## src/rtl/io_pt_walker.sv

```systemverilog
module io_pt_walker #(
  parameter int L1_IDX_W = 12,
  parameter int L2_IDX_W = 8
) (
  input  logic        clk,
  input  logic        rst_n,
  input  logic [31:0] l1_base,
  input  logic        tr_req_valid,
  input  logic [31:0] tr_req_addr,
  output logic        tr_busy,
  output logic        tr_rsp_valid,
  output logic        tr_rsp_fault,
  output logic [31:0] tr_rsp_fault_addr,
  output logic [31:0] tr_rsp_pa,
  output logic        mem_rd_valid,
  output logic [31:0] mem_rd_addr,
  input  logic        mem_rd_ack,
  input  logic [31:0] mem_rd_data
);
  localparam int L1_LO = 32 - L1_IDX_W;
  localparam int L2_LO = L1_LO - L2_IDX_W;
  localparam int BASE_LO = L1_IDX_W + 2;
  localparam int L2_BASE_LO = L2_IDX_W + 2;

  typedef enum logic [1:0] {S_IDLE, S_L1, S_L2, S_RSP} walk_st_t;
  walk_st_t st;

  logic [31:0] va_q, rd_addr_q, pa_q;
  logic        flt_q;

  assign tr_busy           = (st != S_IDLE);
  assign mem_rd_valid      = (st == S_L1) || (st == S_L2);
  assign mem_rd_addr       = rd_addr_q;
  assign tr_rsp_valid      = (st == S_RSP);
  assign tr_rsp_fault      = flt_q;
  assign tr_rsp_fault_addr = flt_q ? va_q : 32'd0;
  assign tr_rsp_pa         = pa_q;

  wire [1:0] code = mem_rd_data[1:0];

  always_ff @(posedge clk) begin
    if (!rst_n) begin
      st        <= S_IDLE;
      va_q      <= '0;
      rd_addr_q <= '0;
      pa_q      <= '0;
      flt_q     <= 1'b0;
    end else begin
      case (st)
        S_IDLE: if (tr_req_valid) begin
          va_q      <= tr_req_addr;
          rd_addr_q <= {l1_base[31:BASE_LO], tr_req_addr[31:L1_LO], 2'b00};
          pa_q      <= '0;
          flt_q     <= 1'b0;
          st        <= S_L1;
        end
        S_L1: if (mem_rd_ack) begin
          case (code)
            2'b01: begin
              rd_addr_q <= {mem_rd_data[31:L2_BASE_LO], va_q[L1_LO-1:L2_LO], 2'b00};
              st        <= S_L2;
            end
            2'b10: begin
              pa_q <= mem_rd_data[18] ? {mem_rd_data[31:24], va_q[23:0]}
                                      : {mem_rd_data[31:20], va_q[19:0]};
              st   <= S_RSP;
            end
            default: begin
              flt_q <= 1'b1;
              st    <= S_RSP;
            end
          endcase
        end
        S_L2: if (mem_rd_ack) begin
          if (code[1])      pa_q  <= {mem_rd_data[31:12], va_q[11:0]};
          else if (code[0]) pa_q  <= {mem_rd_data[31:16], va_q[15:0]};
          else              flt_q <= 1'b1;
          st <= S_RSP;
        end
        default: st <= S_IDLE;
      endcase
    end
  end
endmodule


```

## config.mk

```make
export PLATFORM = sky130hd
export DESIGN_NAME = io_pt_walker
export DESIGN_NICKNAME = d
export VERILOG_FILES = /design/src/rtl/io_pt_walker.sv
export SDC_FILE = /design/constraint.sdc
export NUM_CORES = 1
export LEC_CHECK = 0
export ABC_AREA = 1
export BUFFER_PORTS_ARGS = -buffer_cell sky130_fd_sc_hd__buf_2
export CORE_ASPECT_RATIO = 1.4
export CORE_UTILIZATION = 40
export DETAILED_ROUTE_END_ITERATION = 7
export PLACE_DENSITY_LB_ADDON = 0.2
export SKIP_LAST_GASP = 1
export SLEW_MARGIN = 30
export SYNTH_ARGS = -nofsm -noshare
export SYNTH_HDL_FRONTEND = slang
export SYNTH_SLANG_ARGS = --single-unit
export TNS_END_PERCENT = 20
```

## constraint.sdc

```tcl
create_clock -name clk -period 1.4 [get_ports clk]
set_input_delay 0.28 -clock clk [delete_from_list [all_inputs] [get_ports clk]]
set_output_delay 0.28 -clock clk [all_outputs]
set_load 0.03 [all_outputs]
```

==> out/summary.txt <==
====================================================================================
Result of the run                                                       complete, but fails checks
Violated checks                                                         setup timing
Count of clock tree sinks                                                         97
Setup violation total in the final timing report                                  98
CTS tree                                                                        done
Setup TNS                                                                  -10650 ps
Via count of the first global-routing pass                                      4857
Post-Place Cells                                                                1016
Number of antenna violations at the first check in global routing                  0
Pin count of the biggest net entering global routing                              66
Yosys warnings                                                                     0
Avg WL per Cell                                                              14.5 um
First-pass iteration count of the detailed router                                  5
Final layout net count                                                          1001
Ratio of final minimum period to clock period                                   116%
Std cell rows                                                                     46
HPWL after detailed placement                                                10.8 mm
Largest voltage drop on the vdd net                                           994 uV
Proportion of synthesized flip-flops having asynchronous set or reset             0%
Minimum setup slack in the final design                                      -219 ps
Number of cells produced by synthesis                                            708
Number of synthesized flops with an enable pin                                     0
Maximum Capacitance Violations                                                     0
Routed via count                                                                5201
Worst hold-check path type                                                 in -> reg
X dimension of the die                                                       94.2 um
Sequential fraction of the synthesis area                                      40.8%
Clock transition at the registers of the reported paths                        70 ps
Post-route DRC                                                                     0
CP max FO                                                                          3
Area fraction of the dominant cell type after synthesis                        40.8%
Worst Path Required                                                          1120 ps
Core area                                                                 11500 um^2
DRC violation total after the first TritonRoute iteration                        256
Layout Cells excl Fill                                                          1040
Cell type with the highest aggregate area in the netlist                sky130_fd_sc_hd__dfxtp_1
Overall Global Routing Usage                                                   24.2%
Maximum clock frequency                                                      618 MHz
Time the worst path needs with I/O delays and setup                          1620 ps
Post-Syn Area per Cell                                                     6.72 um^2
Number of buffers inserted during clock tree synthesis                             9
Arrival time at the worst endpoint                                           1340 ps
Leakage                                                                   0.00340 uW
Area contributors post-synth                                            sky130_fd_sc_hd__dfxtp_1 41%, sky130_fd_sc_hd__nand2_1 17%, sky130_fd_sc_hd__a21oi_1 8.7%, sky130_fd_sc_hd__nor2_1 5.8%, sky130_fd_sc_hd__inv_1 5.2%
Power density cells                                                     2240 nW/um^2
First-pass GRT wire length                                                   23.1 mm
Most common library cells after synthesis                               211 x sky130_fd_sc_hd__nand2_1, 97 x sky130_fd_sc_hd__dfxtp_1, 83 x sky130_fd_sc_hd__a21oi_1
CTS H-tree depth                                                                   3
Layout cell share with drive strength beyond 1                                 30.4%
CTS max path bufs                                                                  2
#FFs+latches synth                                                                97
Critical path type                                                        reg -> out
Final Slew Violations                                                              0
Detailed Route WL                                                            15.1 mm
Global placement routability congestion                                        0.878
Cell area after technology mapping                                         4760 um^2
Total Die Area                                                            12300 um^2
RSZ-0062 raised after global routing                                             yes
Clock latency of the later-clocked register in the worst-skew pair            350 ps
Overall overflow remaining after global route                                      0
Unique cell type count in the Yosys netlist                                       26
Final hold slack                                                              192 ps
Vertical extent of the die                                                    131 um
Number of buffer cells added on primary ports                                    175
Critical path capture point type                                         output port
Leading cell type by number of instances after synthesis                sky130_fd_sc_hd__nand2_1
Root Buffer Master                                                      sky130_fd_sc_hd__clkbuf_16
Vias per std cell                                                               5.00
Initial cell density of the core                                               41.5%
Number of antenna cells inserted                                                   0
Crit path launch type                                                           flop
Layout fillers                                                                  1107
Worst clock skew                                                             6.49 ps
Finished Cell Area                                                         6570 um^2
Placed Area                                                                5980 um^2
Most used flip-flop cell after synthesis                                sky130_fd_sc_hd__dfxtp_1
Area added between synthesis and finish                                        38.2%
Number of I/O pins                                                               200
Antenna-violating nets left                                                        0
Final Hold Fails                                                                   0
====================================================================================
==> routing by layer <==
metal  wire length (um)  track usage (%)  vias to the layer above
li1                   -                -                     2617
met3                848             4.44                       34
met1               6200             27.8                     2350
met2               7590             42.8                      200
met4                467             12.0                        0
met5                  0                0                        -
==> final timing paths <==
kind | cells after the start | slack [ps] | startpoint | endpoint
min reg2reg | 2 | 460 | tr_rsp_pa[18] | tr_rsp_pa[18]
min | 3 | 190 | tr_req_addr[16] | va_q[16]
max | 5 | -220 | st[1] | mem_rd_valid
max reg2reg | 9 | -190 | st[1] | tr_rsp_pa[23]
==> cells by family after synthesis <==
group	count (synthesis)	share of synthesized area [%]
flip-flops	97	40.8
adder cells (fa/ha/maj)	9	2.37
AND/OR/NAND/NOR	359	32.1
AO/OA/AOI/OAI	120	12.7
other	1	0.0788
buffers and inverters	122	12.0
==> metrics by stage <==
step / utilization (%) / total power, uW / setup slack, ps
2_1_floorplan: - / 9100 / -34.5
3_3_place_gp: 52.2 / 11100 / -129
3_5_place_dp: 52.2 / 11200 / -219
4_1_cts: 55.9 / 14200 / -223
5_1_grt: 57.4 / 15700 / -272
6_report: 57.4 / 14700 / -219
==> area by class of cell <==
| class | instances | area (um^2) | area share (%) |
|---|---|---|---|
| Timing Repair Buffer | 224 | 1540 | 23.4 |
| Clock inverter | 5 | 78.8 | 1.20 |
| Inverter | 70 | 268 | 4.07 |
| Clock buffer | 10 | 239 | 3.64 |
| Multi-Input combinational cell | 490 | 2320 | 35.4 |
| Tap cell | 144 | 180 | 2.74 |
| Sequential cell | 97 | 1950 | 29.6 |
==> where the power goes <==
part / internal (uW) / total [uW] / switching, uW / leakage, uW
Clock: 1600 / 2650 / 1050 / 0.000159
Sequential: 3460 / 3850 / 392 / 0.000797
Combinational: 3270 / 8240 / 4980 / 0.00245
==> cell usage in the layout (no fill, tap or decap), drive strengths merged <==
master	instances
a21oi	83
buf	220
bufinv	2
clkbuf	14
clkinv	3
conb	2
dfxtp	97
ha	9
inv	70
nand2	214
nand3	23
nand4	30
nor2	75
nor3	11
nor3b	6
o21a	1
o21ai	36
==> worst max-delay path, stage by stage, from the launching register on <==
cell and delay (ps):
sky130_fd_sc_hd__dfxtp_2 340, sky130_fd_sc_hd__inv_2 40, sky130_fd_sc_hd__buf_6 120, sky130_fd_sc_hd__ha_4 250
sky130_fd_sc_hd__buf_8 120, sky130_fd_sc_hd__buf_6 130
==> state kept, by name (all words and copies together) (netlist names) <==
name / flops
tr_rsp_fault: 1
va_q: 32
mem_rd_addr: 30
st: 2
tr_rsp_pa: 32
==> what timing repair did <==
item	CTS	global route
pin swaps	1	12
setup buffers	2	2
hold buffers	0	0
gates resized for setup	17	13
gates cloned	1	4
setup endpoints to repair	104	131
Note: power is estimated with default switching activity, not from simulation.
